### config.mk
export PLATFORM = sky130hd
export DESIGN_NAME = mmu_aperture_xlat
export DESIGN_NICKNAME = d
export VERILOG_FILES = /design/src/rtl/mmu_aperture_xlat.sv
export SDC_FILE = /design/constraint.sdc
export NUM_CORES = 1
export LEC_CHECK = 0
export BUFFER_PORTS_ARGS = -buffer_cell sky130_fd_sc_hd__buf_2
export CORE_AREA = 2 2 162 100
export CTS_CLUSTER_DIAMETER = 100
export CTS_CLUSTER_SIZE = 25
export DETAILED_ROUTE_END_ITERATION = 12
export DIE_AREA = 0 0 164 102
export GPL_ROUTABILITY_DRIVEN = 0
export GPL_TIMING_DRIVEN = 1
export PLACE_DENSITY = 0.69
export SYNTH_ARGS = -nofsm -noshare
export SYNTH_HDL_FRONTEND = slang
export SYNTH_SLANG_ARGS = --single-unit
### constraint.sdc
create_clock -name clk -period 5.7 [get_ports clk]
set_input_delay 1.14 -clock clk [delete_from_list [all_inputs] [get_ports clk]]
set_output_delay 1.14 -clock clk [all_outputs]
set_load 0.02 [all_outputs]
### src/rtl/mmu_aperture_xlat.sv
module mmu_aperture_xlat #(
  parameter int HADDR_W   = 20,
  parameter int DADDR_W   = 22,
  parameter int DATA_W    = 32,
  parameter int NUM_APT   = 3,
  parameter int APT_OFS_W = 13,
  parameter int PAGE_W    = 8,
  parameter int CTRL_WORD = 4,
  parameter int CTRL_LSB  = 24,
  parameter logic [HADDR_W-1:0] APT_BASE = 20'hB8000,
  parameter logic [HADDR_W-1:0] REG_PAGE = 20'hBFF00
) (
  input  logic               clk,
  input  logic               rst_n,
  input  logic               apt_en,
  input  logic               mmr_en,
  input  logic [HADDR_W-1:0] host_addr,
  input  logic               host_rd,
  input  logic               host_wr,
  input  logic [DATA_W-1:0]  host_wdata,
  output logic               sel_mem,
  output logic               sel_acl,
  output logic               sel_ext,
  output logic               sel_reg,
  output logic [DADDR_W-1:0] xlat_addr,
  output logic [DATA_W-1:0]  host_rdata
);
  localparam int EXT_OFS_W = APT_OFS_W - 1;
  localparam int APT_TAG_W = HADDR_W - APT_OFS_W;
  localparam int EXT_TAG_W = HADDR_W - EXT_OFS_W;
  localparam int PG_TAG_W  = HADDR_W - PAGE_W;
  localparam int WIDX_W    = PAGE_W - 2;
  localparam logic [HADDR_W-1:0] EXT_BASE =
    APT_BASE + HADDR_W'(NUM_APT) * HADDR_W'(1 << APT_OFS_W);

  logic               strobe, mmr_on, ext_hit, reg_hit, reg_wr, reg_rd;
  logic [WIDX_W-1:0]  widx;
  logic [NUM_APT-1:0] apt_hit, steer_q;
  logic [DADDR_W-1:0] apt_sum [NUM_APT];
  logic [DADDR_W-1:0] base_q  [NUM_APT];
  logic [DADDR_W-1:0] apt_addr;
  logic               apt_any, apt_steer;
  logic [DATA_W-1:0]  rd_word;

  assign strobe  = host_rd | host_wr;
  assign mmr_on  = apt_en & mmr_en;
  assign ext_hit = mmr_on && host_addr[HADDR_W-1:EXT_OFS_W] == EXT_BASE[HADDR_W-1:EXT_OFS_W];
  assign reg_hit = mmr_on && host_addr[HADDR_W-1:PAGE_W] == REG_PAGE[HADDR_W-1:PAGE_W];
  assign widx    = host_addr[PAGE_W-1:2];
  assign reg_wr  = strobe & host_wr & reg_hit;
  assign reg_rd  = strobe & ~host_wr & reg_hit;

  for (genvar i = 0; i < NUM_APT; i++) begin : g_apt
    localparam logic [APT_TAG_W-1:0] TAG =
      APT_BASE[HADDR_W-1:APT_OFS_W] + APT_TAG_W'(i);
    assign apt_hit[i] = apt_en && host_addr[HADDR_W-1:APT_OFS_W] == TAG;
    assign apt_sum[i] = base_q[i] + DADDR_W'(host_addr[APT_OFS_W-1:0]);

    always_ff @(posedge clk) begin
      if (!rst_n) begin
        base_q[i] <= '0;
      end else if (reg_wr && widx == WIDX_W'(i)) begin
        base_q[i] <= host_wdata[DADDR_W-1:0];
      end
    end
  end

  always_ff @(posedge clk) begin
    if (!rst_n) steer_q <= '0;
    else if (reg_wr && widx == WIDX_W'(CTRL_WORD))
      steer_q <= host_wdata[CTRL_LSB +: NUM_APT];
  end

  always_comb begin
    apt_any   = 1'b0;
    apt_steer = 1'b0;
    apt_addr  = '0;
    for (int i = 0; i < NUM_APT; i++) begin
      if (apt_hit[i]) begin
        apt_any   = 1'b1;
        apt_steer = steer_q[i];
        apt_addr  = apt_sum[i];
      end
    end
  end

  always_comb begin
    rd_word = '0;
    for (int i = 0; i < NUM_APT; i++)
      if (widx == WIDX_W'(i)) rd_word = DATA_W'(base_q[i]);
    if (widx == WIDX_W'(CTRL_WORD)) rd_word = DATA_W'(steer_q) << CTRL_LSB;
  end

  always_ff @(posedge clk) begin
    if (!rst_n) begin
      sel_mem    <= 1'b0;
      sel_acl    <= 1'b0;
      sel_ext    <= 1'b0;
      sel_reg    <= 1'b0;
      xlat_addr  <= '0;
      host_rdata <= '1;
    end else begin
      sel_mem    <= strobe & apt_any & ~apt_steer;
      sel_acl    <= strobe & apt_any & apt_steer;
      sel_ext    <= strobe & ext_hit;
      sel_reg    <= strobe & reg_hit;
      host_rdata <= reg_rd ? rd_word : '1;
      if (!strobe)      xlat_addr <= '0;
      else if (apt_any) xlat_addr <= apt_addr;
      else if (ext_hit) xlat_addr <= DADDR_W'(host_addr[EXT_OFS_W-1:0]);
      else if (reg_hit) xlat_addr <= DADDR_W'(host_addr[PAGE_W-1:0]);
      else              xlat_addr <= '0;
    end
  end

  assert_one_target_R11: assert property (@(posedge clk) disable iff (!rst_n)
    $onehot0({sel_mem, sel_acl, sel_ext, sel_reg}));

  assert_idle_quiet_R10: assert property (@(posedge clk) disable iff (!rst_n)
    !(host_rd || host_wr) |=> !(sel_mem || sel_acl || sel_ext || sel_reg) && xlat_addr == '0);

  assert_rdata_ones_R10: assert property (@(posedge clk) disable iff (!rst_n)
    (host_rd && !host_wr) |=> (sel_reg || host_rdata == '1));

  assert_apt_gate_R8: assert property (@(posedge clk) disable iff (!rst_n)
    ((host_rd || host_wr) && !apt_en) |=> !(sel_mem || sel_acl || sel_ext || sel_reg));

  assert_mmr_gate_R9: assert property (@(posedge clk) disable iff (!rst_n)
    ((host_rd || host_wr) && !mmr_en) |=> !sel_ext && !sel_reg);

  assert_page_stable_R9: assert property (@(posedge clk) disable iff (!rst_n)
    !mmr_en |=> $stable(steer_q));
endmodule

# Yosys cells after proc, flatten, opt, wreduce, memory -nomap -nowiden
# Memory sizes are Yosys's and may differ from the RTL's.
# Cells that the tools add are included.
# W data, S select, Z words.
dict set report classes {
  eq_ne 8
  reduce_logical 12
  addsub 3
  bitwise 16
  n_mux 29
}
# operator n
set ops {}
lappend ops {{$mux W22} 8}
lappend ops {{$mux W32} 3}
lappend ops {{$add A22 B13 Y22} 3}
lappend ops {{$eq A7 B7 Y1 const B} 3}
lappend ops {{$mux W1} 16}
lappend ops {{$eq A12 B12 Y1 const B} 1}
lappend ops {{$mux W12} 1}
lappend ops {{$and A1 B1 Y1} 10}
lappend ops {{$logic_and A1 B1 Y1} 9}
lappend ops {{$eq A8 B8 Y1 const B} 1}
lappend ops {{$mux W8} 1}
lappend ops {{$eq A6 B1 Y1 const B} 1}
lappend ops {{$eq A6 B2 Y1 const B} 1}
lappend ops {{$eq A6 B3 Y1 const B} 1}
lappend ops {{$logic_not A6 Y1} 1}
lappend ops {{$or A1 B1 Y1} 4}
lappend ops {{$reduce_and A2 Y1} 2}
lappend ops {{$not A1 Y1} 2}
dict set report word_totals {
  out_inout_bits 58
  ram_bits 66
  reg_bits 61
  elab_cells 76
  n_memories 1
}
# name words width rd rd_clocked_by_memory_dff write_ports line
set mem_list {}
lappend mem_list {base_q 3 22 3 0 3 40} ;# logic [DADDR_W-1:0] base_q [NUM_APT];

# Logic depth before layout (Yosys ltp)
# Gate-level depths: netlist of the first run.
dict set report logic_depth {
  depth_word 8
  ltp_mapped 10
}

# Least setup slack after synthesis of the first run
# Ideal clock, no wire load.
dict set report synth_path {
  path_type {input to register}
  from {in host_addr[16]}
  to {mem base_q[0][0] (enable)}
  t_required_ns 5.265
  cell_stages 6
  path_buffers 1
  setup_ns 0.435
  t_arrival_ns 4.153
  slack_ns 1.111
  path_cell_list {nand2_1 > or4b_1 > buf_4 > nor4_4 > nand3_1 > o31ai_1}
}
# item line
set synth_lines {}
lappend synth_lines {{from (decl)} 17} ;# input logic [HADDR_W-1:0] host_addr,
lappend synth_lines {{to (decl)} 40}

# Worst setup path after layout of the first run
dict set report layout_path {
  from {in host_addr[2]}
  to {reg xlat_addr[19]}
}
dict set report layout_between {
  elab_chain_len 5
  elab_cells_between_ends 7
}
# item line
set layout_rtl {}
lappend layout_rtl {{$add A22 B13 Y22} 57} ;# assign apt_sum[i] = base_q[i] + DADDR_W'(host_addr[APT_OFS_W-1:0]);
lappend layout_rtl {{$mux W22 (2 in series)} 79} ;# if (apt_hit[i]) begin
lappend layout_rtl {{$mux W22 (*)} 79}
lappend layout_rtl {{$mux W22 (*)} 109} ;# else if (apt_any) xlat_addr <= apt_addr;
lappend layout_rtl {{to (signal assigned)} 109}
lappend layout_rtl {{to (signal assigned)} 110} ;# else if (ext_hit) xlat_addr <= DADDR_W'(host_addr[EXT_OFS_W-1:0]);
lappend layout_rtl {{to (signal assigned)} 111} ;# else if (reg_hit) xlat_addr <= DADDR_W'(host_addr[PAGE_W-1:0]);
lappend layout_rtl {{to (decl)} 25} ;# output logic [DADDR_W-1:0] xlat_addr,
# Every way passes the cells marked *; elsewhere a longest branch is shown, timed or not.
# A chain may end at the register's enable or synchronous reset.

==> results of run 1 <==
[cell families (layout without fill, tap and decap cells)]
kind of cell             Yosys count  after routing  share of synthesized area (%)
buffers and inverters             55            165                           3.69
multiplexers                      31             31                           4.16
adder cells (fa/ha/maj)           42             42                           7.32
flip-flops                       121            121                           41.2
AND/OR/NAND/NOR                  279            279                           20.4
AO/OA/AOI/OAI                    228            228                           19.2
XOR/XNOR                          35             35                           4.09
[synthesized netlist by cell type (6+ instances only)]
master    count  area (sq um)
ha_1         39           488
o211ai_1      7          52.6
a31oi_1       7          43.8
a21o_1       11          82.6
mux2i_1      30           300
nor4_1        7          43.8
edfxtp_1     66          1980
nor2b_1       7          43.8
and2_1       71           444
or3_1         6          37.5
a211oi_1     11          82.6
o21a_1        9          67.6
clkbuf_1     19          71.3
nand3_1      16          80.1
xor2_1       16           140
a21oi_1      58           290
o221ai_1      6          52.6
buf_4         7          52.6
o21ai_0      69           345
nand2_1      51           191
and3_1       11          68.8
inv_1        16          60.1
nor2_1       58           218
nor3_1       12          60.1
xnor2_1      19           166
dfxtp_1      55          1100
[worst max-delay path, cell delays in order]
cell       delay (ns)
buf_2            0.57
ha_1             0.40
o21a_1           0.21
nand2_1          0.12
o2111ai_1        0.22
a311oi_1         0.66
nor4b_1          0.11
o21ai_0          0.40
o221ai_1         0.22
[cell usage in the layout, fill, tap and decap left out, types with 17 or more instances in the layout]
cell and instances:
o21ai_0 67, and2_1 71, dfxtp_1 55, clkbuf_16 17
a21oi_1 58, xnor2_1 19, nand2_1 51, ha_1 39
buf_2 108, mux2i_1 30, nor2_1 58, edfxtp_1 66
[routing by layer]
layer	wire length, microns	track usage, %	vias to the layer above
li1	-	-	3124
met1	11000	44.8	3047
met2	8090	33.8	374
met3	3490	9.29	19
met4	130	4.86	0
met5	0	0	-
[layout make-up]
cell class | instances | area [sq um]
clock inverter | 13 | 146
timing repair buffer | 116 | 601
fill | 1370 | 6460
multi-input combinational | 615 | 4160
tap | 203 | 254
clock buffer | 19 | 433
sequential | 121 | 3080
inverter | 17 | 63.8
[final timing paths]
kind / from / end / slack [ns] / cells past startpoint
worst max register to register: base_q[1][0] / xlat_addr[18] / 2.66 / 9
worst min register to register: steer_q[0] / host_rdata[24] / 0.47 / 2
worst min-delay path: steer_q[0] / host_rdata[24] / 0.47 / 2
worst max-delay path: host_addr[2] / xlat_addr[19] / 1.90 / 9
[through the flow]
step / util, % / hold slack [ns] / worst slack [ns]
6_report: 57.5 / 0.468 / 1.90
5_1_grt: 57.5 / 0.501 / 1.78
4_1_cts: 57.5 / 0.470 / 2.04
3_5_place_dp: 53.7 / 0.463 / 1.61
3_3_place_gp: 53.7 / 0.453 / 1.66
2_1_floorplan: - / 0.434 / 1.11
[power groups by stage]
stage                     registers [W]  logic [W]  clock network, W
after global placement         0.000996   0.000326                 0
after floorplan                0.000977   0.000236                 0
after CTS                      0.000979   0.000331           0.00109
after detailed placement       0.000997   0.000328                 0
after global routing           0.000983   0.000372           0.00113
final                          0.000982   0.000338           0.00108
==> parameters.txt, run 1 <==
Parameter                              Value

Run status
  Result of the run    finished clean

Final layout
  Antenna cells    0
  Post-route non-filler standard cell count    ~1100
  Largest register by flop count    base_q
  Number of nets in the finished design    between 900 and 1000
  Area grow syn2layout    16.7%
  Fraction of layout cells with a size suffix above 1    between 10% and 20%
  Largest registers    base_q (66), host_rdata (26), xlat_addr (22)
  Number of flip-flops under the largest register name    66
  Final Instance Area    between 8000 and 9000 sq um

Critical path
  Setup crit end kind    flip-flop
  Worst Path Class, Setup    primary input to flip-flop
  Largest fanout on the critical path    32
  Sort of element at the start of the critical path    primary input
  CP Data Required Time    a little under 6 ns
  Arrival time of data at the critical path endpoint    around 4.1 ns

Routing
  Iteration-0 DRC count of the detailed router    approximately 830
  Total number of vias    6564
  Final ANT Viol Nets    0
  Post-DR vias/cell    5.95
  First-pass DRT Iterations    7
  WL per Instance    around 20 microns
  DRC violation count after routing    0
  Sum of routed wire length over all layers    approximately 23000 microns

Clock network
  Hold Buf Count CTS    0
  Clock input transition at the sequential cells of the worst setup and hold paths    ~0.060 ns
  Number of clock sinks seen by CTS    121
  Cts bufs inserted    17
  Clock latency on the worst-skew pair    about 0.42 ns
  Clock tree root driver cell    clkbuf_16
  Number of H-tree branching levels    4
  Post-CTS sizing    0
  Clock tree buffer depth    2
  Clock tree from TritonCTS    built
  Post-CTS repair timing setup buffer count    0

Logic synthesis
  Post-synthesis async set-or-reset flop share    0%
  Number of nets in the synthesized netlist    about 900
  Number of distinct library cells after synthesis    68
  Yosys Warn Count    0
  Number of flip-flops and latches in the synthesized netlist    121
  Prevailing post-synth register cell    edfxtp_1
  Number of enable flip-flop cells after synthesis    66
  Share of synthesized area occupied by flip-flops and latches    a little over 40%
  Cell area after synthesis    around 7500 sq um
  Average footprint of a synthesized cell    between 9 and 10 sq um
  Gate Count Post-Synth    around 790

Die
  Starting density of the core    between 40% and 50%
  Full die area    ~17000 sq um
  I/O pins    roughly 120
  Die H    around 100 microns
  Number of cell rows    35
  Standard cell core area    roughly 15000 sq um
  Width of the chip    about 160 microns

Timing
  Total setup violations reported at the end of the flow    0
  Fin crit period    3.80 ns
  Pin slew with the least headroom to its limit    1.01 ns
  Worst clock skew on the final layout    roughly 0.015 ns
  Period utilisation layout    66.6%
  Count of endpoints failing hold in the final timing report    0
  Highest Clock Rate    around 0.26 GHz
  Sum of negative setup slack    0 ns
  Worst relative slew slack    about a third
  Number of max-slew violations in the final report    0
  Unrepaired setup endpoints after global routing    no

Global route
  Total global routing overflow    0
  Total Routing Usage GR    approximately 27%
  Largest net degree at the start of global routing    33
  Via count of the first global-routing pass    5762
  Number of antenna violations at the first check in global routing    0
  First-pass GRT wire length    33800 microns

Placed design
  Port Buf Inserts    between 100 and 150
  Cell area after placement    slightly above 8000 sq um
  Placed Instances    between 1000 and 1500
  Detailed Place HPWL    between 15000 and 20000 microns

Power and ir drop
  Clock Power Share    45.1%
  Leakage dissipation    roughly 3.5 nW
  Sequential cell fraction of total power    a little over 40%
  Final total power    0.00240 W
  Max rail drop VDD    192 uV
  Power per cell area    between 200 and 300 nW/um^2
  Fraction of power spent switching nets    ~28%
  Combinational power share    14.0%
  Internal power    ~0.0017 W
  Net switching power    between 0.0006 and 0.0007 W

Job
  Max-cap violations    0

Min path
  Worst Hold Class    flip-flop to flip-flop
(Power assumes the default switching activity.)
==> run 2, diff against run 1 <==
==> config.mk (replaced) <==
export PLATFORM = sky130hd
export DESIGN_NAME = mmu_aperture_xlat
export DESIGN_NICKNAME = d
export VERILOG_FILES = /design/src/rtl/mmu_aperture_xlat.sv
export SDC_FILE = /design/constraint.sdc
export NUM_CORES = 1
export LEC_CHECK = 0
export ABC_AREA = 1
export BUFFER_PORTS_ARGS = -buffer_cell sky130_fd_sc_hd__buf_2
export CORE_AREA = 2 2 171 106
export CTS_CLUSTER_DIAMETER = 100
export CTS_CLUSTER_SIZE = 25
export DETAILED_ROUTE_END_ITERATION = 12
export DIE_AREA = 0 0 173 108
export GPL_ROUTABILITY_DRIVEN = 0
export GPL_TIMING_DRIVEN = 1
export PLACE_DENSITY = 0.68
export SYNTH_ARGS = -nofsm -noshare
export SYNTH_HDL_FRONTEND = slang
export SYNTH_SLANG_ARGS = --single-unit
==> constraint.sdc (replaced) <==
create_clock -name clk -period 3.5 [get_ports clk]
set_input_delay 0.7 -clock clk [delete_from_list [all_inputs] [get_ports clk]]
set_output_delay 0.7 -clock clk [all_outputs]
set_load 0.02 [all_outputs]
==> run 2 against run 1 <==
  * Total power up 73%
  * Largest power group unchanged
  * First-iteration DRC count down 1.2%
  * Critical endpoint is now xlat_addr[12]
  * Clock skew is 0.00066 ns lower
  * Non-clock buffer count up 3
  * Critical path type unchanged
  * Count of clock-buffer cells in the layout fell by 1
  * Critical path depth rose by 5
  * Register-to-register slack worse by 1.6 ns
  * Combinational power increased by 87%
==> parameters.txt, run 2 <==
Parameter                              Value

Routing
  WL per Instance    16.9 microns (was 20.6 microns)
  DRC violation count after routing    0 (unchanged)
  Sum of routed wire length over all layers    27200 microns (was 22700 microns)
  Final ANT Viol Nets    0 (unchanged)
  First-pass DRT Iterations    5 (was 7)
  Iteration-0 DRC count of the detailed router    816 (was 826)
  Post-DR vias/cell    5.27 (was 5.95)
  Total number of vias    8503 (was 6564)

Final layout
  Final Instance Area    9860 sq um (was 8740 sq um)
  Area grow syn2layout    17.0% (was 16.7%)
  Fraction of layout cells with a size suffix above 1    13.1% (was 17.9%)
  Most frequent standard cell in the layout excluding fill and tap cells    nand2_1 (was buf_2)
  Area of all sequential standard cells    3080 sq um (unchanged)
  Number of nets in the finished design    1467 (was 988)
  Most frequent cells in the layout    nand2_1, inv_1, nor2_1, nand3_1, buf_2 (was buf_2, and2_1, o21ai_0, edfxtp_1)
  Antenna cells    0 (unchanged)
  Area of the multi-input gates    4370 sq um (was 4160 sq um)
  Largest register by flop count    base_q (unchanged)
  Fill cell count    1662 (was 1370)
  Largest registers    base_q (66), host_rdata (26), xlat_addr (22) (unchanged)
  Number of flip-flops under the largest register name    66 (unchanged)

Global route
  Via count of the first global-routing pass    7699 (was 5762)
  Number of antenna violations at the first check in global routing    0 (unchanged)
  Total Routing Usage GR    30.1% (was 27.4%)
  Total global routing overflow    0 (unchanged)
  Largest net degree at the start of global routing    26 (was 33)
  First-pass GRT wire length    41900 microns (was 33800 microns)

Timing
  Highest Clock Rate    0.417 GHz
  Worst relative slew slack    46.2% (was 32.4%)
  Sum of negative setup slack    0 ns (unchanged)
  Fin crit period    2.40 ns
  Number of max-slew violations in the final report    0 (unchanged)
  Final WS setup    1.10 ns (was 1.90 ns)
  Worst hold slack after final layout    0.481 ns (was 0.468 ns)
  Unrepaired setup endpoints after global routing    no (unchanged)
  Pin slew with the least headroom to its limit    0.799 ns (was 1.01 ns)
  Worst clock skew on the final layout    0.0148 ns (was 0.0155 ns)
  Count of endpoints failing hold in the final timing report    0 (unchanged)
  Total setup violations reported at the end of the flow    0 (unchanged)
  Period utilisation layout    between 60 and 70%

Power and ir drop
  Power per cell area    422 nW/um^2 (was 275 nW/um^2)
  Fraction of power spent switching nets    29.1% (was 28.2%)
  Clock Power Share    46.5% (was 45.1%)
  Final total power    0.00416 W (was 0.00240 W)
  Sequential cell fraction of total power    38.3% (was 40.9%)
  Leakage dissipation    5.03 nW (was 3.49 nW)
  Combinational power share    15.2% (was 14.0%)
  Net switching power    0.00121 W (was 0.000679 W)
  Max rail drop VDD    342 uV (was 192 uV)
  Internal power    0.00295 W (was 0.00173 W)

Die
  I/O pins    116 (unchanged)
  Standard cell core area    16900 sq um (was 15200 sq um)
  Number of cell rows    37 (was 35)
  Die H    108 microns (was 102 microns)
  Full die area    18700 sq um (was 16700 sq um)
  Starting density of the core    49.7% (was 49.3%)
  Width of the chip    173 microns (was 164 microns)

Logic synthesis
  Share of synthesized area occupied by flip-flops and latches    36.6% (was 41.2%)
  Gate Count Post-Synth    1255 (was 791)
  Area fraction of the dominant cell type after synthesis    23.5% (was 26.5%)
  Most numerous cell in the Yosys netlist    nand2_1 (was and2_1)
  Number of enable flip-flop cells after synthesis    66 (unchanged)
  Yosys Warn Count    0 (unchanged)
  Number of nets in the synthesized netlist    1355 (was 891)
  Yosys top cell by area    edfxtp_1 (unchanged)
  Number of flip-flops and latches in the synthesized netlist    121 (unchanged)
  Top cells by count, synth    nand2_1, inv_1, nor2_1 (was and2_1, o21ai_0, edfxtp_1)
  Number of distinct library cells after synthesis    38 (was 68)
  Average footprint of a synthesized cell    6.71 sq um (was 9.47 sq um)
  Prevailing post-synth register cell    edfxtp_1 (unchanged)
  Post-synthesis async set-or-reset flop share    0% (unchanged)
  Cell area after synthesis    8420 sq um (was 7490 sq um)
  Top area cells in the synthesized netlist    edfxtp_1, nand2_1, dfxtp_1 (was edfxtp_1, dfxtp_1, ha_1)

Clock network
  Clock tree buffer depth    2 (unchanged)
  Number of H-tree branching levels    4 (unchanged)
  Cts bufs inserted    17 (unchanged)
  Clock latency on the worst-skew pair    0.44 ns (was 0.42 ns)
  Clock tree root driver cell    clkbuf_16 (unchanged)
  Number of clock sinks seen by CTS    121 (unchanged)
  Clock input transition at the sequential cells of the worst setup and hold paths    0.05 ns (was 0.06 ns)
  Hold Buf Count CTS    0 (unchanged)
  Clock tree from TritonCTS    built (unchanged)
  Post-CTS repair timing setup buffer count    0 (unchanged)
  Post-CTS sizing    0 (unchanged)

Critical path
  Sort of element at the start of the critical path    primary input (unchanged)
  Worst Path Class, Setup    primary input to flip-flop (unchanged)
  Arrival time of data at the critical path endpoint    2.77 ns (was 4.06 ns)
  Largest fanout on the critical path    4 (was 32)
  Cell Chain, Critical Path    buf_2, ha_1, fa_1, nand2_1, nand2_1, nand3_1, nand2_1, nand2_1, nand2_1, xor2_1, nand2_1, nand3_1, nand2_1, inv_1 (was buf_2, ha_1, o21a_1, nand2_1, o2111ai_1, a311oi_1, nor4b_1, o21ai_0, o221ai_1)
  Setup crit end kind    flip-flop (unchanged)
  Slowest cell on the critical path    fa_1 (was a311oi_1)
  Cell occurring most often along the worst timing path    nand2_1
  CP Data Required Time    3.87 ns (was 5.96 ns)
  Worst path max stage delay    0.42 ns (was 0.66 ns)

Placed design
  Setup WS pre-CTS    0.718 ns (was 1.61 ns)
  Port Buf Inserts    108 (unchanged)
  Detailed Place HPWL    21200 microns (was 16600 microns)
  Cell area after placement    9220 sq um (was 8160 sq um)

Run status
  Result of the run    finished clean (unchanged)

Job
  Max-cap violations    0 (unchanged)

Min path
  Worst Hold Class    flip-flop to flip-flop (unchanged)
## run 2: cell types whose count changed in the layout (fill, tap and decap cells not counted), moves of 13 or more
| cell | change |
|---|---|
| mux2i_1 | -30 |
| xnor2_1 | -18 |
| nand3b_1 | +13 |
| inv_1 | +200 |
| nand4_1 | +18 |
| a21oi_1 | -30 |
| nor2_1 | +108 |
| nand2_1 | +350 |
| o21ai_0 | -47 |
| nand3_1 | +95 |
| and2_1 | -68 |
## run 2: worst max-delay path, delay by kind of cell
family	cells	cell delay, ns
buffers and inverters	2	0.20
AND/OR/NAND/NOR	9	0.83
XOR/XNOR	1	0.35
adder cells (fa/ha/maj)	2	0.69
## run 2: cell families (layout without fill, tap and decap cells)
family	Yosys count	count (layout)	share of synthesized area (%)
xor gates and xnor gates	14	14	1.46
buffers and inverters	246	371	11.7
adders and majority gates	42	42	6.51
and+or+nand+nor	763	763	39.0
DFF	121	121	36.6
AOI/OAI and AO/OA	69	69	4.69
## run 2: through the flow
step	utilization [%]	instances
after floorplan	-	1255
after global placement	54.4	1582
after detailed placement	54.4	1582
after CTS	58.2	1614
after global routing	58.2	1614
final	58.2	1614
## run 2: metal layers
layer	vias to the layer above	track usage [%]	wire length (microns)
met5	-	0	0
met4	0	8.35	437
li1	4187	-	-
met2	434	42.7	10500
met3	29	8.51	3440
met1	3853	44.4	12900
## run 2: worst paths after layout
kind | from | to | slack [ns] | cells after the start
hold / removal | steer_q[0] | host_rdata[24] | 0.48 | 2
setup / recovery | host_addr[0] | xlat_addr[12] | 1.10 | 14
hold reg to reg | steer_q[0] | host_rdata[24] | 0.48 | 2
setup reg to reg | base_q[2][0] | xlat_addr[12] | 1.11 | 13
## run 2: power groups by stage
stage	Sequential, W	Clock, W	Combinational [W]
after CTS	0.00159	0.00196	0.000614
after global placement	0.00162	0	0.000598
after detailed placement	0.00162	0	0.000608
final	0.00160	0.00194	0.000631
after global routing	0.00160	0.00202	0.000705
after floorplan	0.00159	0	0.000418
## run 2: layout make-up
class	instances	area share, %
inverter	220	8.39
tap	234	2.97
clock inverter	14	2.14
multi-input combinational	888	44.3
timing repair buffer	119	6.57
sequential	121	31.3
clock buffer	18	4.35
==> run 3, diff against run 2 <==
==> config.mk (replaced) <==
export PLATFORM = sky130hd
export DESIGN_NAME = mmu_aperture_xlat
export DESIGN_NICKNAME = d
export VERILOG_FILES = /design/src/rtl/mmu_aperture_xlat.sv
export SDC_FILE = /design/constraint.sdc
export NUM_CORES = 1
export LEC_CHECK = 0
export ABC_AREA = 0
export BUFFER_PORTS_ARGS = -buffer_cell sky130_fd_sc_hd__buf_2
export CORE_AREA = 2 2 162 100
export CTS_CLUSTER_DIAMETER = 100
export CTS_CLUSTER_SIZE = 25
export DETAILED_ROUTE_END_ITERATION = 12
export DIE_AREA = 0 0 164 102
export GPL_ROUTABILITY_DRIVEN = 0
export GPL_TIMING_DRIVEN = 1
export PLACE_DENSITY = 0.72
export SYNTH_ARGS = -nofsm -noshare
export SYNTH_HDL_FRONTEND = slang
export SYNTH_SLANG_ARGS = --single-unit
==> constraint.sdc (replaced) <==
create_clock -name clk -period 2.2 [get_ports clk]
set_input_delay 0.44 -clock clk [delete_from_list [all_inputs] [get_ports clk]]
set_output_delay 0.44 -clock clk [all_outputs]
set_load 0.02 [all_outputs]
==> run 3 against run 2 <==
  * The flow now finishes with violations (setup timing)
  * Non-clock buffer count increased by 175
  * Clock skew decreased by 0.0042 ns
  * Combinational power is 130% higher
  * Wire length fell by 0.64%
  * Worst setup slack worse by 1.5 ns
  * Critical path depth shrank 6
  * Sequential share of layout area is 2.9 points lower
  * Register-to-register slack worse by 1.5 ns
==> parameters.txt, run 3 (same netlist as run 1, synthesis figures left out) <==
Parameter                              Value

Run status
  Result of the run    finished, violations left (was finished clean)
  Failing checks    setup timing

Timing
  Worst clock skew on the final layout    0.0107 ns (was 0.0148 ns)
  Number of max-slew violations in the final report    0 (unchanged)
  Worst hold slack after final layout    0.292 ns (was 0.481 ns)
  Fin crit period    about 2.6 ns
  Count of endpoints failing hold in the final timing report    0 (unchanged)
  Unrepaired setup endpoints after global routing    yes (was no)
  Period utilisation layout    118%
  Highest Clock Rate    around 0.39 GHz
  Final WS setup    -0.396 ns (was 1.10 ns)
  Worst relative slew slack    59.9% (was 46.2%)
  Pin slew with the least headroom to its limit    0.596 ns (was 0.799 ns)
  Total setup violations reported at the end of the flow    17 (was 0)

Die
  Die H    102 microns (was 108 microns)
  Standard cell core area    15200 sq um (was 16900 sq um)
  Width of the chip    164 microns (was 173 microns)
  I/O pins    116 (unchanged)
  Starting density of the core    49.3% (was 49.7%)
  Full die area    16700 sq um (was 18700 sq um)
  Number of cell rows    35 (was 37)

Routing
  Total number of vias    7570 (was 8503)
  Iteration-0 DRC count of the detailed router    779 (was 816)
  Post-DR vias/cell    5.90 (was 5.27)
  DRC violation count after routing    0 (unchanged)
  WL per Instance    21.1 microns (was 16.9 microns)
  Final ANT Viol Nets    0 (unchanged)
  Sum of routed wire length over all layers    27000 microns (was 27200 microns)
  First-pass DRT Iterations    5 (unchanged)

Min path
  Worst Hold Class    primary input to flip-flop (was flip-flop to flip-flop)
  Startpoint of the worst hold path    host_wdata[24] (was steer_q[0])

Final layout
  Largest registers    base_q (66), host_rdata (26), xlat_addr (22) (unchanged)
  Most frequent cells in the layout    buf_4, buf_2, and2_1, edfxtp_1, nor2_1 (was nand2_1, inv_1, nor2_1, nand3_1, buf_2)
  Number of nets in the finished design    1166 (was 1467)
  Final Instance Area    10900 sq um (was 9860 sq um)
  Antenna cells    0 (unchanged)
  Area of all sequential standard cells    3080 sq um (unchanged)
  Number of flip-flops under the largest register name    66 (unchanged)
  Fraction of layout cells with a size suffix above 1    39.7% (was 13.1%)
  Fill cell count    1053 (was 1662)
  Largest register by flop count    base_q (unchanged)
  Post-route non-filler standard cell count    1282 (was 1614)
  Area of the multi-input gates    4800 sq um (was 4370 sq um)
  Area grow syn2layout    45.1% (was 17.0%)
  Most frequent standard cell in the layout excluding fill and tap cells    buf_4 (was nand2_1)

Critical path
  Sort of element at the start of the critical path    flip-flop (was primary input)
  Cell occurring most often along the worst timing path    o211ai_1 (was nand2_1)
  Worst path max stage delay    0.50 ns (was 0.42 ns)
  Worst setup path startpoint    base_q[1][4] (was host_addr[0])
  Setup crit end kind    flip-flop (unchanged)
  Slowest cell on the critical path    edfxtp_1 (was fa_1)
  Arrival time of data at the critical path endpoint    2.88 ns (was 2.77 ns)
  CP Data Required Time    2.48 ns (was 3.87 ns)
  Worst Path Class, Setup    flip-flop to flip-flop (was primary input to flip-flop)
  Reg-to-reg startpoint    base_q[1][4] (was base_q[2][0])
  Largest fanout on the critical path    4 (unchanged)
  Cell Chain, Critical Path    ha_4, o211ai_1, o211ai_1, a311oi_2, o21a_2, or3b_4, mux2i_2, o221ai_1 (was buf_2, ha_1, fa_1, nand2_1, nand2_1, nand3_1, nand2_1, nand2_1, nand2_1, xor2_1, nand2_1, nand3_1, nand2_1, inv_1)

Power and ir drop
  Max rail drop VDD    499 uV (was 342 uV)
  Leakage dissipation    4.52 nW (was 5.03 nW)
  Final total power    0.00700 W (was 0.00416 W)
  Power per cell area    644 nW/um^2 (was 422 nW/um^2)

Placed design
  Detailed Place HPWL    19600 microns (was 21200 microns)
  Placed Instances    1230 (was 1582)
  Port Buf Inserts    108 (unchanged)
  Cell area after placement    9640 sq um (was 9220 sq um)
  Setup WS pre-CTS    -0.578 ns (was 0.718 ns)

Global route
  Total Routing Usage GR    32.1% (was 30.1%)
  Number of antenna violations at the first check in global routing    0 (unchanged)
  First-pass GRT wire length    39500 microns (was 41900 microns)
  Total global routing overflow    0 (unchanged)
  Largest net degree at the start of global routing    25 (was 26)
  Via count of the first global-routing pass    6866 (was 7699)

Job
  Max-cap violations    0 (unchanged)

Clock network
  Clock input transition at the sequential cells of the worst setup and hold paths    0.06 ns (was 0.05 ns)
  Clock tree from TritonCTS    built (unchanged)
  Hold Buf Count CTS    0 (unchanged)
  Cts bufs inserted    17 (unchanged)
  Number of clock sinks seen by CTS    121 (unchanged)
  Clock tree root driver cell    clkbuf_16 (unchanged)
  Number of H-tree branching levels    4 (unchanged)
  Clock tree buffer depth    2 (unchanged)
  Clock latency on the worst-skew pair    0.43 ns (was 0.44 ns)
## run 3: cell types whose count changed in the layout (fill, tap and decap cells not counted), moves of 33 or more
cell and change:
nand3_1 -98, buf_4 +164, and2_1 +68, nor2_1 -110, o21ai_0 +33, inv_1 -201
nand2_1 -352
## run 3: worst max-delay path: cells and delay by family, from the launching register on
family	cells	cell delay [ns]
compound gates	5	1.02
flops	1	0.50
simple gates	1	0.39
fa+ha+maj	1	0.33
mux	1	0.22
## run 3: final timing paths
| kind | end | slack, ns | depth (start not counted) |
|---|---|---|---|
| max | xlat_addr[21] | -0.40 | 8 |
| min | steer_q[0] | 0.29 | 3 |
| max reg2reg | xlat_addr[21] | -0.40 | 8 |
| min reg2reg | host_rdata[24] | 0.47 | 2 |
## run 3: cell type report
type                            count  area share, %
Timing Repair Buffer              294           18.8
Inverter                           17          0.587
Clock inverter                     14           1.74
Multi-Input combinational cell    615           44.1
Clock buffer                       18           4.04
Tap cell                          203           2.34
Sequential cell                   121           28.4
## run 3: metrics by stage
step / util (%) / setup TNS (ns)
3_3_place_gp: 63.4 / -54.69
6_report: 71.6 / -4.39
2_1_floorplan: - / -27.75
3_5_place_dp: 63.4 / -57.23
5_1_grt: 71.6 / -6.05
4_1_cts: 69.4 / -3.30
## run 3: what timing repair did
| item | CTS | global route |
|---|---|---|
| pin swaps | 32 | 60 |
| endpoints found under the setup margin | 16 | 74 |
| gates resized for setup | 42 | 50 |
| setup buffers | 11 | 13 |
## run 3: routing by layer
layer	GRT usage [%]	part of all wire [%]	wire length [microns]
met1	49.2	45	12100
met2	41.5	38	10200
met3	12.6	16	4310
met4	7.22	1.5	394
met5	0	0	0
## run 3: power by group
group	internal [W]	switching [W]	leakage (nW)
clock network	0.00184	0.00118	0.302
logic	0.000686	0.000756	3.15
registers	0.00244	0.0000934	1.07
total	0.00497	0.00203	4.52
